--- src/rtl/ptg_pkg.sv ---
package ptg_pkg;

  typedef enum logic [1:0] {
    RESP_BUF       = 2'b00,
    RESP_NAK       = 2'b01,
    RESP_STALL     = 2'b10,
    RESP_STALL_ALT = 2'b11
  } resp_e;

  typedef struct packed {
    logic issue;
    logic skip;
    logic dir_in;
  } verdict_t;

endpackage

--- src/rtl/ptg_interval_ctr.sv ---
module ptg_interval_ctr #(
  parameter int IVL_W = 8
) (
  input  logic             clk,
  input  logic             rst,
  input  logic             tick,
  input  logic [IVL_W-1:0] ivl,
  output logic             svc
);
  localparam logic [IVL_W-1:0] CNT_ZERO = '0;
  localparam logic [IVL_W-1:0] CNT_ONE  = IVL_W'(1);

  logic [IVL_W-1:0] cnt_q;
  logic             at_zero;

  assign at_zero = (cnt_q == CNT_ZERO);
  assign svc     = tick & at_zero;

  always_ff @(posedge clk) begin
    if (rst) begin
      cnt_q <= CNT_ZERO;
    end else if (tick) begin
      if (at_zero) cnt_q <= ivl;
      else         cnt_q <= cnt_q - CNT_ONE;
    end
  end
endmodule

--- src/rtl/ptg_eligibility.sv ---
module ptg_eligibility
  import ptg_pkg::*;
(
  input  logic     svc,
  input  logic     busy,
  input  resp_e    resp,
  input  logic     dir_in,
  input  logic     buf_full,
  input  logic     buf_empty,
  output verdict_t verdict
);
  logic data_ready;

  // IN needs room to receive, OUT needs something to send
  assign data_ready = dir_in ? ~buf_full : ~buf_empty;

  always_comb begin
    verdict = '0;
    if (svc && !busy) begin
      verdict.dir_in = dir_in;
      if (resp == RESP_BUF && data_ready) verdict.issue = 1'b1;
      else                                verdict.skip  = 1'b1;
    end
  end
endmodule

--- src/rtl/ptg_request_reg.sv ---
module ptg_request_reg
  import ptg_pkg::*;
(
  input  logic     clk,
  input  logic     rst,
  input  verdict_t verdict,
  input  logic     ack,
  output logic     req,
  output logic     req_dir_in,
  output logic     skip
);
  always_ff @(posedge clk) begin
    if (rst) begin
      req        <= 1'b0;
      req_dir_in <= 1'b0;
      skip       <= 1'b0;
    end else begin
      skip <= verdict.skip;
      if (verdict.issue) begin
        req        <= 1'b1;
        req_dir_in <= verdict.dir_in;
      end else if (req && ack) begin
        req <= 1'b0;
      end
    end
  end
endmodule

--- src/rtl/periodic_token_gate.sv ---
module periodic_token_gate
  import ptg_pkg::*;
#(
  parameter int IVL_W = 8
) (
  input  logic             clk,
  input  logic             rst,
  input  logic             frame_tick,
  input  logic [IVL_W-1:0] interval,
  input  logic [1:0]       resp_mode,
  input  logic             dir_in,
  input  logic             buf_full,
  input  logic             buf_empty,
  input  logic             tok_ack,
  output logic             tok_req,
  output logic             tok_dir_in,
  output logic             slot_skip
);
  logic     svc_w;
  verdict_t verdict_w;

  ptg_interval_ctr #(.IVL_W(IVL_W)) ctr_i (
    .clk  (clk),
    .rst  (rst),
    .tick (frame_tick),
    .ivl  (interval),
    .svc  (svc_w)
  );

  ptg_eligibility elig_i (
    .svc       (svc_w),
    .busy      (tok_req),
    .resp      (resp_e'(resp_mode)),
    .dir_in    (dir_in),
    .buf_full  (buf_full),
    .buf_empty (buf_empty),
    .verdict   (verdict_w)
  );

  ptg_request_reg req_i (
    .clk        (clk),
    .rst        (rst),
    .verdict    (verdict_w),
    .ack        (tok_ack),
    .req        (tok_req),
    .req_dir_in (tok_dir_in),
    .skip       (slot_skip)
  );
endmodule

--- config.mk ---
export PLATFORM = sky130hd
export DESIGN_NAME = periodic_token_gate
export DESIGN_NICKNAME = d
export VERILOG_FILES = /design/src/rtl/ptg_pkg.sv /design/src/rtl/ptg_interval_ctr.sv /design/src/rtl/ptg_eligibility.sv /design/src/rtl/ptg_request_reg.sv /design/src/rtl/periodic_token_gate.sv
export SDC_FILE = /design/constraint.sdc
export NUM_CORES = 1
export LEC_CHECK = 0
export ABC_CLOCK_PERIOD_IN_PS = 1700
export BUFFER_PORTS_ARGS = -buffer_cell sky130_fd_sc_hd__buf_4
export CELL_PAD_IN_SITES_DETAIL_PLACEMENT = 0
export CELL_PAD_IN_SITES_GLOBAL_PLACEMENT = 2
export CORE_UTILIZATION = 24
export DETAILED_ROUTE_END_ITERATION = 10
export PLACE_DENSITY_LB_ADDON = 0.1
export SETUP_SLACK_MARGIN = 0.4
export SLEW_MARGIN = 40
export SYNTH_ARGS = -nofsm -noshare
export SYNTH_HDL_FRONTEND = slang
export SYNTH_SLANG_ARGS = --single-unit
export TNS_END_PERCENT = 100
--- constraint.sdc ---
create_clock -name clk -period 1.7 [get_ports clk]
set_input_delay 0.34 -clock clk [delete_from_list [all_inputs] [get_ports clk]]
set_output_delay 0.34 -clock clk [all_outputs]
set_load 0.1 [all_outputs]
Word-level counts from Yosys, hierarchy flattened
Cells that the tools add are included.

cells by class
  $add $sub $neg = 1
  multiplexer cells = 7
  bitwise logic cells = 4
  reduce and logical (&&, ||, !) cells = 8

operators with widths
  kind                 count
  $logic_not 8->1      1
  $mux 8               1
  $sub 8x1->8 const B  1
  $mux 1               5
  $logic_and 1x1->1    3
  $mux 3               1
  $not 1->1            3
  $logic_not 2->1      1
  $reduce_bool 2->1    1
  $reduce_or 2->1      1
  $and 1x1->1          1
  $logic_not 1->1      1

word-level totals
  register bits after elaboration = 11
  input bits = 17
  output and inout bits = 3
  logic and storage cells = 24

Depth between registers and ports, before layout
Gate-level depths: netlist of the first run.

  depth in word-level cells = 6
  mapped depth = 6
  mapped depth without buffers = 6

By module
Synthesis of the first run repeated with hierarchy kept, for this count alone.

second synthesis, totals
  cells, all modules = 75
  area total of the unflattened synthesis = 673.1 µm²

by module, submodules not included
  module            instances  cells each  area an instance (µm²)  sequential area each (µm²)
  ptg_interval_ctr  1          59          521.8                   160.2
  ptg_request_reg   1          9           95.1                    60.1
  ptg_eligibility   1          7           56.3                    0.0

Least setup slack after synthesis of the first run
No wires, ideal clock.

  kind = flip-flop to flip-flop
  from = register req_i.req
  to = register req_i.req_dir_in
  setup time = 127 ps
  arrival time = 1663 ps
  data required time = 1573 ps
  slack = -90 ps
  stages on the path, launching flop included = 5
  path buffers = 0
  clock period less this slack = 1790 ps
  path through = dfxtp_1 > or3_1 > nor4_4 > mux2i_1 > nor2_1

on the way
  word-level cells in the longest chain between the ends = 3

RTL lines
  element                 RTL line               RTL
  from (decl)             ptg_request_reg.sv:8   output logic req,
  from (signal assigned)  ptg_request_reg.sv:14  req <= 1'b0;
  from (signal assigned)  ptg_request_reg.sv:20  req <= 1'b1;
  from (signal assigned)  ptg_request_reg.sv:23  req <= 1'b0;
  $logic_not 1->1         ptg_eligibility.sv:19  if (svc && !busy) begin
  $logic_and 1x1->1       ptg_eligibility.sv:19
  $mux 3                  ptg_eligibility.sv:19
  to (signal assigned)    ptg_request_reg.sv:21  req_dir_in <= verdict.dir_in;
  to (decl)               ptg_request_reg.sv:9   output logic req_dir_in,

No other way between the ends.
A chain may end at the register's enable or synchronous reset.

Final worst setup path of the first run
  from = register ctr_i.cnt_q[3]
  to = register req_i.req_dir_in

on the way
  word-level cells in the longest chain between the ends = 4

RTL lines
  element                 RTL line                RTL
  from (decl)             ptg_interval_ctr.sv:13  logic [IVL_W-1:0] cnt_q;
  from (signal assigned)  ptg_interval_ctr.sv:23  if (at_zero) cnt_q <= ivl;
  from (signal assigned)  ptg_interval_ctr.sv:24  else cnt_q <= cnt_q - CNT_ONE;
  $logic_not 8->1         ptg_interval_ctr.sv:16  assign at_zero = (cnt_q == CNT_ZERO);
  $and 1x1->1             ptg_interval_ctr.sv:17  assign svc = tick & at_zero;
  $logic_and 1x1->1       ptg_eligibility.sv:19
  $mux 3                  ptg_eligibility.sv:19

No other way between the ends.

==> out/metrics.sh, run 1 <==
DIE-AREA_UM2=2788
TIMING.SETUP.TNS_PS=0
SYNTH.LIB_CELLS_USED.DISTINCT=28
CORE-AREA_UM2=2455
CTS-HOLD-FIX-BUFFERS=0
WORSTSETUPPATHTYPE='reg -> reg'
TIMING.CRITICAL_PATH.CELLS='or4b_4 -> nor4_4 -> mux2i_1 -> nor2_1'
ROUTED-VIA-COUNT=674
CRITICAL_PATH_PEAK_FANOUT=2
PER_INSTANCE_AVERAGE_AREA_AFTER_SYNTHESIS_UM2=8.723
CTS-ROOT-BUF='sky130_fd_sc_hd__clkbuf_4'
RUN_STATUS='finished with violations'
FINAL_COMMON_CELL='sky130_fd_sc_hd__buf_4'
SYN-CELL-AREA_UM2=619.3
DRV_CAP=0
SYNTH_NETS=89
DRT_WL_TOTAL_UM=1773
GP_ROUTABILITY_CONGESTION=0.7222
FINAL_CRITICAL_DELAY_INCLUDING_SETUP_AND_EXTERNAL_DELAYS_PS=1562
GRT_PASS1_WL_UM=2773
PORT_BUFFERS=19
MAX-VDD-IR-DROP_mV=0.6172
FAILING_CHECKS='design-rule violations'
R2R_SETUP_SLACK_PS=140
REGTOREGSTARTPOINT='ctr_i.cnt_q[3]$_SDFFE_PP0P_'
GRT_MAX_DEGREE=11
DIE_H_UM=52.80
POWER.TOTAL_mW=1.422
PLACEMENTROWS=18
WORST_CLOCK_SKEW_PS=9.952
CRIT_PATH_MAX_INCR_DELAY_PS=560
POWER_LEAKAGE_nW=0.4638
ROUTE.DETAILED.WL_PER_INST_UM=12.49
CTS_MAX_LEVEL=1
FF2FF_PATH_DEPTH=4
NETLIST_INSTANCES=71
STARTPOINT_TYPE_OF_THE_WORST_SETUP_PATH='flop'
FLOORPLAN.DIE.WIDTH_UM=52.80
POST-ROUTE-DRC-COUNT=1
TIMING.CRITICAL_PATH.SLOWEST_STAGE_CELL='sky130_fd_sc_hd__or4b_4'
FINAL_CLOCK_PERIOD_UTILIZATION_BY_THE_WORST_PATH_PCT=91.87
TIMING.FMAX_GHz=0.6403
I_O_PIN_COUNT=20
MAX-CLOCK-PATH-BUFFERS=2
N_ANTENNA_CELL=0
REPORT.FINAL.SETUP_VIOL=0
YS_SEQ_AREA_SHARE_PCT=35.56
CTS_NUM_SINKS=11
CLKTRANSATPATHREGS_PS=80
WORSTSETUPENDPOINT='req_i.req_dir_in$_SDFFE_PP0P_'
REPORT.FINAL.SLEW_VIOL_COUNT=0
SYNTHTOPCELLSBYAREA='sky130_fd_sc_hd__dfxtp_1, sky130_fd_sc_hd__nor2_1, sky130_fd_sc_hd__mux2_2, sky130_fd_sc_hd__mux2i_1, sky130_fd_sc_hd__nand2_1'
FINAL_NET_COUNT=131
PLACE.DETAILED.INSTANCES=127
DRT_PRE_ANTENNA_ITERS=7
SHARE_OF_POST_ROUTE_CELLS_WITH_DRIVE_STRENGTH_ABOVE_1_PCT=61.61
WORST_EP_ARRIVAL_TIME_PS=1730
GLOBALROUTEOVERFLOWTOTAL=0
FINAL_CELL_MIX='sky130_fd_sc_hd__buf_4, sky130_fd_sc_hd__nor2_1, sky130_fd_sc_hd__buf_6'
ASYNC_FLOP_SHARE_PCT=0
CTS_INSERTED_BUFFERS=3
GRT_ANTENNA_BEFORE_REPAIR=0
WORST_SLEW_MARGIN_REL_PCT=74.31
CTS_TREE='yes'
TIMING_HOLD_VIOLATIONS_FINAL=0
P_PER_AREA_nW_PER_UM2=1302
GRT_PASS1_VIAS=611
ANTENNA_LEFT=0
UNREPAIRED_SETUP_ENDPOINTS_AFTER_GLOBAL_ROUTING='yes'
SYNTHDOMINANTCELLAREASHARE_PCT=35.56
INITIAL_CORE_UTIL_PCT=25.23
DP_HPWL_UM=1256
AREAGROWTHSYNTHTOFINISH_PCT=76.36
CELL_TYPE_CONTRIBUTING_THE_MOST_TOTAL_CELL_AREA_AFTER_SYNTHESIS='sky130_fd_sc_hd__dfxtp_1'
CLOCK_LATENCY_PS=270
YOSYS_REGISTER_BITS=11
REQUIRED_PS=1870
SYNTH-EDFF-COUNT=0
SYNTH_WARN=0
CRITPATHCAPTURETYPE='flop'
HP-CLASS='in -> reg'
WORST-SLEW-PIN-TRANSITION_PS=381.8
TIMING.CRITICAL_PATH.FROM='ctr_i.cnt_q[3]$_SDFFE_PP0P_'
DRTITER0DRC=4
SYNTH_FLOP_CELL='sky130_fd_sc_hd__dfxtp_1'
GR-USAGE-ALL-LAYERS_PCT=14.10
ROUTE.DETAILED.VIAS_PER_INST=4.746
REG_TO_REG_END='req_i.req_dir_in$_SDFFE_PP0P_'
LAYOUT.CELLS.NON_FILLER=142
synthesized netlist by cell type, types with 2 or more instances:
cell type and instances:
sky130_fd_sc_hd__nand3_1 3, sky130_fd_sc_hd__o21ai_0 2, sky130_fd_sc_hd__mux2i_1 3, sky130_fd_sc_hd__nor2b_1 2, sky130_fd_sc_hd__mux2_2 3, sky130_fd_sc_hd__nand2b_1 2, sky130_fd_sc_hd__nor2_1 9, sky130_fd_sc_hd__dfxtp_1 11
sky130_fd_sc_hd__nand2_1 6, sky130_fd_sc_hd__a311oi_1 2, sky130_fd_sc_hd__nor3_1 4, sky130_fd_sc_hd__nor4_1 3, sky130_fd_sc_hd__a21oi_1 4, sky130_fd_sc_hd__inv_1 3
worst max-delay path: cells and delay by family, from the launching register on:
kind / cells / cell delay (ps)
and+or+nand+nor: 3 / 920
DFF: 1 / 340
muxes: 1 / 210
state kept, by name (all words and copies together), names as in the netlist:
register and flops:
ctr_i.cnt_q 8, req_i.req_dir_in 1, req_i.req 1, req_i.skip 1
routing by layer:
layer	routed length (µm)	track usage (%)	part of all wire, %	vias to the layer above
met5	0	0	0	-
met4	0	5.263	0	0
met3	39	3.478	2.2	0
met2	883	22.57	50	11
met1	850	17.95	48	314
li1	-	-	-	349
power breakdown:
part	internal, mW	leakage (nW)	switching, mW
registers	0.313	0.0923	0.0568
logic	0.486	0.357	0.388
clock network	0.0906	0.0150	0.0876
per-stage QoR:
| step | utilization (%) | setup WS, ps | cell area, µm² | hold slack [ps] |
|---|---|---|---|---|
| CTS | 41.13 | 115.7 | 1010 | 321.5 |
| finish | 44.50 | 138.2 | 1092 | 322.8 |
| detailed placement | 35.88 | 18.05 | 880.8 | 445.7 |
| global placement | 35.88 | 41.58 | 880.8 | 441.3 |
| floorplan | - | 53.26 | 644.4 | 479.4 |
| global route | 44.50 | 88.52 | 1092 | 320.2 |
worst min path at each step:
stage                                      startpoint                             to  slack [ps]  cells after the start
after floorplan           ctr_i.cnt_q[4]$_SDFFE_PP0P_    ctr_i.cnt_q[4]$_SDFFE_PP0P_         480                      2
after global placement         req_i.req$_SDFFE_PP0P_          req_i.skip$_SDFF_PP0_         440                      1
after detailed placement       req_i.req$_SDFFE_PP0P_          req_i.skip$_SDFF_PP0_         450                      1
after CTS                                         rst    ctr_i.cnt_q[0]$_SDFFE_PP0P_         320                      2
after global routing                              rst    ctr_i.cnt_q[6]$_SDFFE_PP0P_         320                      2
final                                          dir_in  req_i.req_dir_in$_SDFFE_PP0P_         320                      3
repair_timing:
| item | 4_1_cts | 5_1_grt |
|---|---|---|
| setup endpoints to repair | 10 | 11 |
| resized for setup | 12 | 13 |
| pin swaps | 6 | 9 |
| buffers inserted | 7 | 4 |
kinds of logic after synthesis:
logic type               after synthesis  share of synthesized area [%]
buffers and inverters                  5                          3.636
multiplexers                           6                          10.30
AND/OR/NAND/NOR                       35                          34.14
AO/OA/AOI/OAI                         13                          14.35
flip-flops                            11                          35.56
adder cells (fa/ha/maj)                1                          2.020
cell type report:
| cell class | instances | area (µm²) |
|---|---|---|
| flip-flops and latches | 11 | 229.0 |
| multi-input cells | 55 | 465.4 |
| inverters | 3 | 11.26 |
| well taps | 30 | 37.54 |
| clock buffers | 4 | 26.28 |
| fillers | 235 | 1363 |
| repair buffers | 39 | 322.8 |
Power figures use the tool's default switching activity.
==> run 2: changes to the inputs <==
Settings changed: ABC_CLOCK_PERIOD_IN_PS 1700 to 1500, CORE_UTILIZATION 24 to 27.
Clock period 1.7 ns to 1.5 ns, I/O delays scaled along.
==> run 2 against run 1 <==
  * The run ends with negative setup slack left
  * First-iteration DRC count is the same
  * Non-clock buffer count grew 4
  * Setup slack lost 230 ps
  * Critical endpoint unchanged
  * Utilization grew 12 points
  * Clock power grew 16%
  * Hold slack lost 40 ps
  * Count of clock-buffer cells in the layout is the same
  * Global-route usage grew 3.1 points
  * Wire length grew 4.5%
  * Sequential power grew 10%
  * Die area shrank 11%
==> out/metrics.sh, run 2 (same netlist as run 1, synthesis figures left out) <==
RUN_STATUS='finished with violations'
FAILING_CHECKS='negative setup slack'
DRT_PRE_ANTENNA_ITERS=2
DP_HPWL_UM=1301
CRIT_BUF_INV=0
FINAL_COMMON_CELL='sky130_fd_sc_hd__buf_4'
WORST_CLOCK_SKEW_PS=3.097
CRITICAL-PATH-TOP-DELAY-FAMILY='simple AND/OR/NAND/NOR gates'
CTS_TREE='yes'
TIMING.SETUP.TNS_PS=-138.6
UNREPAIRED_SETUP_ENDPOINTS_AFTER_GLOBAL_ROUTING='yes'
ROUTE.DETAILED.WL_PER_INST_UM=12.96
ROUTED-VIA-COUNT=706
MAX-CLOCK-PATH-BUFFERS=2
DIE_H_UM=49.90
HOLD_DEPTH=2
CTS_MAX_LEVEL=1
FINAL_CLOCK_PERIOD_UTILIZATION_BY_THE_WORST_PATH_PCT=106.4
REPORT.FINAL.SLEW_VIOL_COUNT=0
CTS_NUM_SINKS=11
LARGEST_REGISTER='ctr_i.cnt_q'
LAYOUT.AREA.SEQ_UM2=231.5
STARTPOINT_TYPE_OF_THE_WORST_SETUP_PATH='flop'
FLOORPLAN.DIE.WIDTH_UM=49.90
DRTITER0DRC=4
P_PER_AREA_nW_PER_UM2=1411
GRT_PASS1_WL_UM=3201
CTS-HOLD-FIX-BUFFERS=0
R2R_SETUP_SLACK_PS=-100
POWER_LEAKAGE_nW=0.4951
WORST_EP_ARRIVAL_TIME_PS=1760
TIMING.FMAX_GHz=0.6265
DRT_WL_TOTAL_UM=1853
POST-ROUTE-DRC-COUNT=0
FF2FF_PATH_DEPTH=4
GLOBALROUTEOVERFLOWTOTAL=0
HOLD_PATH.STARTPOINT='rst'
GRT_MAX_DEGREE=11
REGTOREGSTARTPOINT='ctr_i.cnt_q[4]$_SDFFE_PP0P_'
WORST-SLEW-PIN-TRANSITION_PS=523.4
GRT_ANTENNA_BEFORE_REPAIR=0
DIE-AREA_UM2=2490
PLACEMENTROWS=16
REG_TO_REG_END='req_i.req_dir_in$_SDFFE_PP0P_'
WORSTSETUPPATHTYPE='reg -> reg'
GRT_PASS1_VIAS=713
WORST_SLEW_MARGIN_REL_PCT=64.78
ANTENNA_LEFT=0
GR-USAGE-ALL-LAYERS_PCT=17.17
I_O_PIN_COUNT=20
TIMING.CRITICAL_PATH.FROM='ctr_i.cnt_q[4]$_SDFFE_PP0P_'
CRITICAL_PATH_PEAK_FANOUT=3
FIN_WORST_HOLD_SLACK_PS=283.0
FINAL_CELL_MIX='sky130_fd_sc_hd__buf_4, sky130_fd_sc_hd__nor2_1, sky130_fd_sc_hd__dfxtp_2'
HP-CLASS='in -> reg'
DRV_CAP=0
FINAL_CRITICAL_DELAY_INCLUDING_SETUP_AND_EXTERNAL_DELAYS_PS=1596
TIMING.CRITICAL_PATH.SLOWEST_STAGE_CELL='sky130_fd_sc_hd__or4b_4'
CRITPATHCAPTURETYPE='flop'
SHARE_OF_POST_ROUTE_CELLS_WITH_DRIVE_STRENGTH_ABOVE_1_PCT=65.52
FINAL_NET_COUNT=135
CORE-AREA_UM2=2062
ROUTE.DETAILED.VIAS_PER_INST=4.937
INITIAL_CORE_UTIL_PCT=30.04
CTS_INSERTED_BUFFERS=3
N_ANTENNA_CELL=0
GP_ROUTABILITY_CONGESTION=0.6814
TIMING_HOLD_VIOLATIONS_FINAL=0
LARGEST_REGISTER_FFS=8
MAX-VDD-IR-DROP_mV=0.7423
CLOCK_LATENCY_PS=270
CLKTRANSATPATHREGS_PS=70
CRIT_PATH_MAX_INCR_DELAY_PS=580
AREAGROWTHSYNTHTOFINISH_PCT=87.07
CTS-ROOT-BUF='sky130_fd_sc_hd__clkbuf_4'
NUM-FILL-CELLS=194
REPORT.FINAL.SETUP_VIOL=3
MULTI_INPUT_AREA_UM2=476.7
TIMING.CRITICAL_PATH.CELLS='or4b_4 -> nor4_4 -> mux2i_1 -> nor2_1'
FINAL_WORST_SLACK_PS=-96.07
REQUIRED_PS=1660
PORT_BUFFERS=19
HOLD-PATH-ENDPOINT='ctr_i.cnt_q[3]$_SDFFE_PP0P_'
## run 2: cell types whose count changed in the layout (fill, tap and decap cells not counted), sizes merged
cell  delta
buf      +4
## run 2: power breakdown
| group | total, mW | switching, mW | internal [mW] |
|---|---|---|---|
| Clock | 0.207 | 0.104 | 0.103 |
| Sequential | 0.407 | 0.0536 | 0.353 |
| Combinational | 1.02 | 0.458 | 0.563 |
| Total | 1.63 | 0.616 | 1.02 |
## run 2: worst max-delay path by stage
stage                                          endpoint  slack (ps)  depth (start not counted)
after CTS                 req_i.req_dir_in$_SDFFE_PP0P_         -80                          4
after detailed placement  req_i.req_dir_in$_SDFFE_PP0P_        -160                          6
after floorplan           req_i.req_dir_in$_SDFFE_PP0P_        -140                          6
after global placement    req_i.req_dir_in$_SDFFE_PP0P_        -130                          6
after global routing      req_i.req_dir_in$_SDFFE_PP0P_        -170                          4
final                     req_i.req_dir_in$_SDFFE_PP0P_        -100                          4
## run 2: metrics by stage
step | instance area [µm²] | util [%] | worst slack, ps | total power [mW] | instances
2_1_floorplan | 658.1 | - | -144.2 | 0.8457 | 71
3_3_place_gp | 928.4 | 45.02 | -129.4 | 1.136 | 129
3_5_place_dp | 928.4 | 45.02 | -162.3 | 1.143 | 129
4_1_cts | 1110 | 53.82 | -84.13 | 1.552 | 140
5_1_grt | 1159 | 56.19 | -174.5 | 1.748 | 143
6_report | 1159 | 56.19 | -96.07 | 1.635 | 143
## run 2: cell type report
cell class | instances | share of cell area [%]
clock buffers | 4 | 2.268
flip-flops and latches | 11 | 19.98
multi-input cells | 55 | 41.14
inverters | 3 | 0.9719
well taps | 27 | 2.916
repair buffers | 43 | 32.72
## run 2: per-layer routing
layer | GRT usage, % | wire length, µm | vias up
met2 | 29.05 | 933 | 14
li1 | - | - | 352
met3 | 6.173 | 78 | 2
met1 | 19.96 | 827 | 338
met5 | 0 | 0 | -
met4 | 5.238 | 13 | 0
## run 2: worst reg2reg max path, cell delays in order, from the launching register on
cell and delay, ps:
sky130_fd_sc_hd__dfxtp_1 320, sky130_fd_sc_hd__or4b_4 580, sky130_fd_sc_hd__nor4_4 300, sky130_fd_sc_hd__mux2i_1 230, sky130_fd_sc_hd__nor2_1 60
## run 2: repair_timing
action / 4_1_cts / 5_1_grt
setup buffers: 7 / 3
pin swaps: 9 / 6
endpoints found under the hold margin: 0 / 0
setup endpoints to repair: 14 / 14
cloned: 0 / 0
gates resized for setup: 25 / 5
==> run 3: changes to the inputs <==
Settings changed: SETUP_SLACK_MARGIN 0.4 to 0.02.
==> run 3 against run 2 <==
  * The flow still finishes with violations (negative setup slack)
  * Utilization decreased by 6.0 points
  * Final area decreased by 11%
  * Maximum frequency increased by 2.3%
  * Via count decreased by 6.8%
  * Count of clock-buffer cells in the layout unchanged
  * Setup slack improved by 36 ps
  * Highest routed layer unchanged
==> out/metrics.sh, run 3 (same netlist as run 1, synthesis figures left out) <==
FINAL_CLOCK_PERIOD_UTILIZATION_BY_THE_WORST_PATH_PCT=104.0
CRIT_PATH_MAX_INCR_DELAY_PS=580
TIMING.CRITICAL_PATH.CELLS='or4b_4 -> nor4_4 -> mux2i_1 -> nor2_1'
I_O_PIN_COUNT=20
FINAL_CRITICAL_DELAY_INCLUDING_SETUP_AND_EXTERNAL_DELAYS_PS=1560
DIE_H_UM=49.90
GRT_PASS1_VIAS=616
CRITPATHCAPTURETYPE='flop'
WORST-SLEW-PIN-TRANSITION_PS=457.4
ANTENNA_LEFT=0
PLACEMENTROWS=16
STARTPOINT_TYPE_OF_THE_WORST_SETUP_PATH='flop'
FINAL_WORST_SLACK_PS=-59.78
REQUIRED_PS=1660
GP_ROUTABILITY_CONGESTION=0.7758
MAX-CLOCK-PATH-BUFFERS=2
UNREPAIRED_SETUP_ENDPOINTS_AFTER_GLOBAL_ROUTING='yes'
MAX-VDD-IR-DROP_mV=0.5813
SHARE_OF_POST_ROUTE_CELLS_WITH_DRIVE_STRENGTH_ABOVE_1_PCT=58.33
FINAL_NET_COUNT=127
REPORT.FINAL.SLEW_VIOL_COUNT=0
CLOCK_LATENCY_PS=270
SEQ_POWER_SHARE_PCT=27.2
INT_POWER_uW=906.3
TOTAL_SWITCHING_POWER_uW=567.3
AREAGROWTHSYNTHTOFINISH_PCT=67.07
CTS_MAX_LEVEL=1
NUM-FILL-CELLS=208
LARGEST_REGISTER='ctr_i.cnt_q'
DP_HPWL_UM=1283
ROUTE.DETAILED.WL_PER_INST_UM=13.37
CTS-ROOT-BUF='sky130_fd_sc_hd__clkbuf_4'
PRECTSSETUPSLACK_PS=-141.4
FAILING_CHECKS='negative setup slack'
CTS_INSERTED_BUFFERS=3
DRT_PRE_ANTENNA_ITERS=4
GRT_ANTENNA_BEFORE_REPAIR=0
ROUTED-VIA-COUNT=658
GRT_PASS1_WL_UM=2863
GR-USAGE-ALL-LAYERS_PCT=15.74
PWR-SHARE-CLK_PCT=14.0
DPL_CELL_AREA_UM2=899.6
POWER_LEAKAGE_nW=0.4398
GRT_MAX_DEGREE=11
POST-ROUTE-DRC-COUNT=0
GLOBALROUTEOVERFLOWTOTAL=0
INITIAL_CORE_UTIL_PCT=30.04
N_ANTENNA_CELL=0
REPORT.FINAL.SETUP_VIOL=5
DRTITER0DRC=14
R2R_SETUP_SLACK_PS=-60
CRITICAL_PATH_PEAK_FANOUT=2
WORST_CLOCK_SKEW_PS=4.099
CTS_NUM_SINKS=11
HP-CLASS='in -> reg'
P_PER_AREA_nW_PER_UM2=1424
CRITICAL-PATH-TOP-DELAY-FAMILY='simple AND/OR/NAND/NOR gates'
TIMING.CRITICAL_PATH.SLOWEST_STAGE_CELL='sky130_fd_sc_hd__or4b_4'
PORT_BUFFERS=19
CLKTRANSATPATHREGS_PS=70
FIN_WORST_HOLD_SLACK_PS=289.6
CTS_TREE='yes'
FF2FF_PATH_DEPTH=4
REG_TO_REG_END='req_i.req_dir_in$_SDFFE_PP0P_'
REGTOREGSTARTPOINT='ctr_i.cnt_q[2]$_SDFFE_PP0P_'
HOLD_DEPTH=2
LARGEST_REGISTER_FFS=8
COMBPWRFRAC_PCT=58.8
WORSTSETUPPATHTYPE='reg -> reg'
HOLD_PATH.STARTPOINT='rst'
WORST_SLEW_MARGIN_REL_PCT=69.23
ROUTE.DETAILED.VIAS_PER_INST=4.874
WORST_EP_ARRIVAL_TIME_PS=1720
DRT_WL_TOTAL_UM=1805
POWER.TOTAL_mW=1.474
FINAL_CELL_MIX='sky130_fd_sc_hd__buf_4, sky130_fd_sc_hd__nor2_1, sky130_fd_sc_hd__dfxtp_1'
TIMING_HOLD_VIOLATIONS_FINAL=0
RUN_STATUS='finished with violations'
TIMING.FMAX_GHz=0.6411
DIE-AREA_UM2=2490
FLOORPLAN.DIE.WIDTH_UM=49.90
CRIT_BUF_INV=0
LAYOUT.CELL_AREA.NON_FILLER_UM2=1035
DRV_CAP=0
HOLD-PATH-ENDPOINT='req_i.req_dir_in$_SDFFE_PP0P_'
P_SW_SHARE_PCT=38.50
FINAL_COMMON_CELL='sky130_fd_sc_hd__buf_4'
CORE-AREA_UM2=2062
[run 3: cell count changes in the layout (fill, tap and decap cells not counted), sizes merged]
cell	change
buf	-8
[run 3: layout make-up]
class,count,area (µm²),area share [%]
Clock buffer,4,26.28,2.539
Inverter,3,11.26,1.088
Multi-Input combinational cell,55,455.4,44.01
Sequential cell,11,225.2,21.77
Tap cell,27,33.78,3.265
Timing Repair Buffer,35,282.8,27.33
[run 3: worst max path at each step]
| stage | start | end | cells past startpoint |
|---|---|---|---|
| after detailed placement | ctr_i.cnt_q[0]$_SDFFE_PP0P_ | req_i.req_dir_in$_SDFFE_PP0P_ | 6 |
| after CTS | ctr_i.cnt_q[3]$_SDFFE_PP0P_ | req_i.req_dir_in$_SDFFE_PP0P_ | 4 |
| after global placement | ctr_i.cnt_q[0]$_SDFFE_PP0P_ | req_i.req_dir_in$_SDFFE_PP0P_ | 6 |
| after floorplan | ctr_i.cnt_q[1]$_SDFFE_PP0P_ | req_i.req_dir_in$_SDFFE_PP0P_ | 6 |
| after global routing | ctr_i.cnt_q[0]$_SDFFE_PP0P_ | req_i.req_dir_in$_SDFFE_PP0P_ | 6 |
| final | ctr_i.cnt_q[2]$_SDFFE_PP0P_ | req_i.req_dir_in$_SDFFE_PP0P_ | 4 |
[run 3: power groups by stage]
stage	combinational, mW	clock, mW	sequential [mW]
floorplan	0.364	0	0.458
global placement	0.688	0	0.401
detailed placement	0.683	0	0.400
CTS	0.740	0.210	0.398
global route	0.934	0.225	0.411
finish	0.866	0.206	0.401
[run 3: what timing repair did]
| item | in CTS | in global routing |
|---|---|---|
| setup buffers | 3 | 1 |
| hold buffers | 0 | 0 |
| hold endpoints to repair | 0 | 0 |
| pin swaps | 3 | 6 |
| endpoints found under the setup margin | 7 | 11 |
| resized for setup | 3 | 12 |
[run 3: routing by layer]
| metal | vias to the layer above | routed length (µm) | global-route usage [%] |
|---|---|---|---|
| li1 | 335 | - | - |
| met1 | 304 | 834 | 19.52 |
| met2 | 17 | 887 | 25.45 |
| met3 | 2 | 70 | 5.556 |
| met4 | 0 | 13 | 4.286 |
| met5 | - | 0 | 0 |
[run 3: stage by stage]
step                      utilization [%]  TNS [ps]  cells
after floorplan                         -    -146.7     71
after global placement              43.63    -256.7    127
after detailed placement            43.63    -292.9    127
after CTS                           46.48    -127.3    134
after global routing                50.18    -550.3    135
final                               50.18    -143.4    135
